`config.mk`:
```
export PLATFORM = sky130hd
export DESIGN_NAME = qpair_store_split
export DESIGN_NICKNAME = d
export VERILOG_FILES = /design/src/rtl/qss_pkg.sv /design/src/rtl/qss_ea_calc.sv /design/src/rtl/qss_byte_rev.sv /design/src/rtl/qss_beat_pair.sv /design/src/rtl/qpair_store_split.sv
export SDC_FILE = /design/constraint.sdc
export NUM_CORES = 1
export LEC_CHECK = 0
export ABC_CLOCK_PERIOD_IN_PS = 3100
export BUFFER_PORTS_ARGS = -buffer_cell sky130_fd_sc_hd__buf_2
export CAP_MARGIN = 20
export CORE_UTILIZATION = 30
export CTS_CLUSTER_DIAMETER = 80
export DETAILED_ROUTE_END_ITERATION = 8
export GPL_ROUTABILITY_DRIVEN = 0
export GPL_TIMING_DRIVEN = 1
export SLEW_MARGIN = 20
export SYNTH_ARGS = -nofsm -noshare
export SYNTH_HDL_FRONTEND = slang
export SYNTH_SLANG_ARGS = --single-unit
```
`constraint.sdc`:
```
create_clock -name clk -period 3.1 [get_ports clk]
set_input_delay 0.31 -clock clk [delete_from_list [all_inputs] [get_ports clk]]
set_output_delay 0.31 -clock clk [all_outputs]
set_load 0.1 [all_outputs]
```
`src/rtl/qss_pkg.sv`:
```
package qss_pkg;
  typedef enum logic [1:0] {
    ST_IDLE = 2'd0,
    ST_LOW  = 2'd1,
    ST_HIGH = 2'd2
  } qss_state_e;
endpackage

```
`src/rtl/qss_ea_calc.sv`:
```
module qss_ea_calc #(
  parameter int XLEN   = 64,
  parameter int DISP_W = 14
) (
  input  logic [XLEN-1:0]   base_i,
  input  logic              base_zero_i,
  input  logic [DISP_W-1:0] disp_i,
  output logic [XLEN-1:0]   ea_o
);
  localparam int OFF_W = DISP_W + 2;

  logic [OFF_W-1:0] off_scaled;
  logic [XLEN-1:0]  off_ext;
  logic [XLEN-1:0]  base_eff;

  always_comb begin
    off_scaled = {disp_i, 2'b00};
    off_ext    = {{(XLEN-OFF_W){off_scaled[OFF_W-1]}}, off_scaled};
    base_eff   = base_zero_i ? '0 : base_i;
    ea_o       = base_eff + off_ext;
  end
endmodule

```
`src/rtl/qss_byte_rev.sv`:
```
module qss_byte_rev #(
  parameter int XLEN = 64
) (
  input  logic [XLEN-1:0] d_i,
  output logic [XLEN-1:0] q_o
);
  localparam int NBYTES = XLEN / 8;

  for (genvar k = 0; k < NBYTES; k++) begin : g_lane
    assign q_o[8*k +: 8] = d_i[8*(NBYTES-1-k) +: 8];
  end
endmodule

```
`src/rtl/qss_beat_pair.sv`:
```
module qss_beat_pair #(
  parameter int XLEN = 64
) (
  input  logic [XLEN-1:0] even_i,
  input  logic [XLEN-1:0] odd_i,
  input  logic            le_i,
  output logic [XLEN-1:0] lo_o,
  output logic [XLEN-1:0] hi_o
);
  logic [XLEN-1:0] even_rev;
  logic [XLEN-1:0] odd_rev;

  qss_byte_rev #(.XLEN(XLEN)) u_rev_even (.d_i(even_i), .q_o(even_rev));
  qss_byte_rev #(.XLEN(XLEN)) u_rev_odd  (.d_i(odd_i),  .q_o(odd_rev));

  always_comb begin
    if (le_i) begin
      lo_o = odd_rev;
      hi_o = even_rev;
    end else begin
      lo_o = even_i;
      hi_o = odd_i;
    end
  end
endmodule

```
`src/rtl/qpair_store_split.sv`:
```
module qpair_store_split #(
  parameter int XLEN   = 64,
  parameter int DISP_W = 14,
  parameter int IDX_W  = 5
) (
  input  logic              clk,
  input  logic              rst_n,
  input  logic              req_valid_i,
  input  logic [IDX_W-1:0]  pair_idx_i,
  input  logic [XLEN-1:0]   even_val_i,
  input  logic [XLEN-1:0]   odd_val_i,
  input  logic [XLEN-1:0]   base_i,
  input  logic              base_zero_i,
  input  logic [DISP_W-1:0] disp_i,
  input  logic              le_mode_i,
  output logic              busy_o,
  output logic              bad_pair_o,
  output logic              wr_valid_o,
  input  logic              wr_ready_i,
  output logic [XLEN-1:0]   wr_addr_o,
  output logic [XLEN-1:0]   wr_data_o
);
  import qss_pkg::*;

  localparam logic [XLEN-1:0] STEP = XLEN'(XLEN / 8);

  // reset: asserted asynchronously, released on a clock edge
  logic [1:0] rst_sync_q;
  logic       rst_ni;

  always_ff @(posedge clk or negedge rst_n) begin
    if (!rst_n) rst_sync_q <= 2'b00;
    else        rst_sync_q <= {rst_sync_q[0], 1'b1};
  end
  assign rst_ni = rst_sync_q[1];

  logic [XLEN-1:0] ea_w, lo_w, hi_w;

  qss_ea_calc #(.XLEN(XLEN), .DISP_W(DISP_W)) u_ea (
    .base_i      (base_i),
    .base_zero_i (base_zero_i),
    .disp_i      (disp_i),
    .ea_o        (ea_w)
  );

  qss_beat_pair #(.XLEN(XLEN)) u_pair (
    .even_i (even_val_i),
    .odd_i  (odd_val_i),
    .le_i   (le_mode_i),
    .lo_o   (lo_w),
    .hi_o   (hi_w)
  );

  qss_state_e      state_q, state_d;
  logic [XLEN-1:0] ea_q, lo_q, hi_q;
  logic            bad_q, bad_d;
  logic            take, load_en, hs;

  always_comb begin
    take    = req_valid_i && (state_q == ST_IDLE);
    load_en = take && !pair_idx_i[0];
    bad_d   = take && pair_idx_i[0];
    hs      = wr_valid_o && wr_ready_i;
    state_d = state_q;
    unique case (state_q)
      ST_IDLE: if (load_en) state_d = ST_LOW;
      ST_LOW:  if (hs)      state_d = ST_HIGH;
      ST_HIGH: if (hs)      state_d = ST_IDLE;
      default:              state_d = ST_IDLE;
    endcase
  end

  always_ff @(posedge clk or negedge rst_ni) begin
    if (!rst_ni) begin
      state_q <= ST_IDLE;
      bad_q   <= 1'b0;
    end else begin
      state_q <= state_d;
      bad_q   <= bad_d;
    end
  end

  always_ff @(posedge clk) begin
    if (load_en) begin
      ea_q <= ea_w;
      lo_q <= lo_w;
      hi_q <= hi_w;
    end
  end

  always_comb begin
    busy_o     = (state_q != ST_IDLE);
    wr_valid_o = busy_o;
    bad_pair_o = bad_q;
    wr_addr_o  = (state_q == ST_HIGH) ? ea_q + STEP : ea_q;
    wr_data_o  = (state_q == ST_HIGH) ? hi_q : lo_q;
  end

  // a stalled beat holds
  p_hold_beat_r6: assert property (@(posedge clk) disable iff (!rst_ni)
    (wr_valid_o && !wr_ready_i) |=>
      (wr_valid_o && $stable(wr_addr_o) && $stable(wr_data_o)));

  // the second beat sits 8 bytes above the first
  p_second_addr_r5: assert property (@(posedge clk) disable iff (!rst_ni)
    (state_q == ST_LOW && wr_ready_i) |=>
      (wr_valid_o && wr_addr_o == $past(wr_addr_o) + STEP));

  // an odd index gives a flag and no beat
  p_odd_flag_r8: assert property (@(posedge clk) disable iff (!rst_ni)
    (req_valid_i && !busy_o && pair_idx_i[0]) |=>
      (bad_pair_o && !busy_o && !wr_valid_o));

  // the last handshake ends the request
  p_done_idle_r7: assert property (@(posedge clk) disable iff (!rst_ni)
    (state_q == ST_HIGH && wr_ready_i) |=> !wr_valid_o);

  // an even request taken while idle starts a beat
  p_start_r7: assert property (@(posedge clk) disable iff (!rst_ni)
    (req_valid_i && !busy_o && !pair_idx_i[0]) |=>
      (busy_o && wr_valid_o && !bad_pair_o));
endmodule

```
==> metrics.txt <==
failing checks setup timing; cells after synthesis 1270; critical path launch point type flip-flop; vias in the first global route 11.9k; Core ar. 0.0453 sq mm; leak pwr 8.42 nW; cell taking the most area after synthesis edfxtp_1; R2R Path Start state_q[0]; status complete, but fails checks; final antenna-violating net count 0; main area contributors after synthesis edfxtp_1 (42%), mux2_2 (16%), ha_1 (5.7%), xnor2_1 (4.7%), nor2b_1 (3.2%); Slew @ Worst Pin 0.695 ns; Netlist Area Pre-Place 0.0137 sq mm; Distinct cells, synth 64; Sequential Power Share 33.5%; initial DRC count 782; row count 78; GRT Total Usage 17.2%; type of destination of the critical path output pin; CTS tree built; area grow syn2layout 46.9%; multi-input logic area 0.00821 sq mm; critical path arrival 3.01 ns; worst hold-check path type reg -> async; 1st-pass router iterations 5; R2R cell count 5; switch share 42.3%; Die ar. 0.0466 sq mm; area post-placement 0.0192 sq mm; CTS H-tree lvls 4; part of the power in the clock network 21.3%; EDFF count, synth 192; ys flop type edfxtp_1; CTS Root Cell clkbuf_16; CP Class reg -> out; via count 11.8k; HPWL after detailed placement 33700 um; Critical Path RT 2.79 ns; largest net degree at the start of global routing 74; Worst IR Drop VDD 0.374 mV; worst-path maximum fanout 7; top-count cell post-synth mux2_2; DR WL/cell 16.6 um; Final Critical Period 3.32 ns; design area 0.0202 sq mm; worst setup slack after layout -0.224 ns; Pins Over Slew Limit 0; global-route wire length before repair 62800 um; FMAX 301 MHz; syn_area_per_cell 10.8 sq um; Initial Util 30.3%; syn nets 1550; Post-synth ARST share 2.54%; fraction of layout cells with a size suffix above 1 50.4%; PD cells 504 mW/mm^2; skew final 0.0104 ns; Int Pwr 0.00587 W; Die Y 216 um; Max clock buf depth 2; number of synthesized register bits 197; Comb power frac 45.2%; Final Hold Vio Count 0; total power 0.0102 W; Clock Latency Late Sink 0.45 ns; Clock Pin Slew Worst Setup and Hold Paths 0.08 ns; Layout Nets 2118; Register Area 0.00589 sq mm; Net Sw Power 0.00429 W; Synth top cells by count mux2_2 (193), edfxtp_1 (192), nand2_1 (87); r2r endpoint hi_q[39]; Antenna Diode Count 0; DIE WIDTH 216 um; Routed WL 40700 um; CTS Buf Count 17; # DRC 0; # setup viols final 11; final period utilization 107%; GRT Residual Overflow 0; synth warn 0; RSZ-0062 raised after global routing yes; Ports 348; post-synth top area share 42.0%; filler instances 4252; drt via density 4.81; number of max-cap violations 0; PortBufs 343; Worst slew margin 53.7%; clock sinks 197; initial antenna violation count 2; FF-to-FF setup slack 1.18 ns; sequential area share after synthesis 42.9%
-- critical path, cell delays in order (launching register included) --
cell and delay, ns:
edfxtp_1 0.50, and3_2 0.33, nand3_1 0.18, nor4_4 0.38
nand2b_1 0.13, or3_4 0.38, buf_4 0.18, nor2_4 0.13
xor2_4 0.17, buf_12 0.19
-- power groups by stage --
stage	sequential [W]	combinational, W	clock [W]
4_1_cts	0.00340	0.00459	0.00223
2_1_floorplan	0.00347	0.00321	0
6_report	0.00341	0.00459	0.00216
3_3_place_gp	0.00345	0.00452	0
5_1_grt	0.00343	0.00481	0.00232
3_5_place_dp	0.00347	0.00455	0
-- per-stage QoR --
step           setup TNS (ns)  utilization [%]  setup slack [ns]  std cells  hold slack, ns
2_1_floorplan         -149.82                -            -0.779       1270          0.0144
3_3_place_gp            -4.88             42.5            -0.327       2407          0.0427
3_5_place_dp            -6.16             42.5            -0.385       2407          0.0592
4_1_cts                 -1.48             44.0            -0.284       2444          0.0335
5_1_grt                 -3.88             44.5            -0.378       2451          0.0473
6_report                -1.16             44.5            -0.224       2451          0.0437
-- sequential cells by signal (all words and copies together), names as in the netlist --
register / flops
hi_q: 64
rst_sync_q: 2
state_q: 2
lo_q: 64
bad_pair_o: 1
ea_q: 64
-- cells by family (layout without fill, tap and decap cells) --
family                   count (synthesis)  after routing  share of synthesized area (%)
AND/OR/NAND/NOR                        369            369                           14.1
AO/OA/AOI/OAI                          238            238                           11.1
flip-flops                             197            197                           42.9
multiplexers                           195            195                           16.0
XOR/XNOR                               114            114                           7.27
buffers and inverters                   93            674                           2.75
adder cells (fa/ha/maj)                 63             63                           5.80
other                                    1              1                         0.0273
-- what timing repair did --
action                                  CTS  global route
hold buffers                              1             0
gates resized for setup                  22            36
buffers inserted                          4             7
pin swaps                                 6            14
endpoints found under the hold margin     2             0
endpoints found under the setup margin   20            34
-- metal layers --
metal / GRT usage [%] / up-vias / wire (um)
li1: - / 5849 / -
met3: 2.68 / 70 / 2030
met4: 7.94 / 2 / 1470
met1: 20.3 / 5532 / 17000
met5: 0 / - / 17
met2: 30.3 / 346 / 20200
-- cell type report --
type                       count  share of cell area (%)
inverter                      31                   0.577
timing repair buffer         611                    22.9
clock inverter                14                   0.676
tap                          600                    3.72
multi-input combinational    980                    40.7
sequential                   197                    29.2
clock buffer                  18                    2.18
-- cells in the final DEF, fill, tap and decap left out, types with 31 or more instances in the layout --
master	count
a21oi_1	81
buf_12	58
buf_2	287
buf_4	257
edfxtp_1	192
ha_1	61
inv_1	31
mux2_2	193
nand2_1	82
nand3_1	32
nand4_1	31
nor2_1	48
nor2b_1	68
o21ai_0	42
xnor2_1	48
-- worst max-delay path by stage --
stage / startpoint / to / slack [ns] / depth (start not counted)
global placement: disp_i[13] / ea_q[52] / -0.33 / 13
finish: ea_q[36] / wr_addr_o[57] / -0.22 / 9
global route: ea_q[36] / wr_addr_o[61] / -0.38 / 9
floorplan: state_q[1] / ea_q[0] / -0.78 / 3
CTS: state_q[0] / wr_addr_o[61] / -0.28 / 10
detailed placement: disp_i[13] / ea_q[52] / -0.39 / 13
Note: power is estimated with default switching activity, not from simulation.
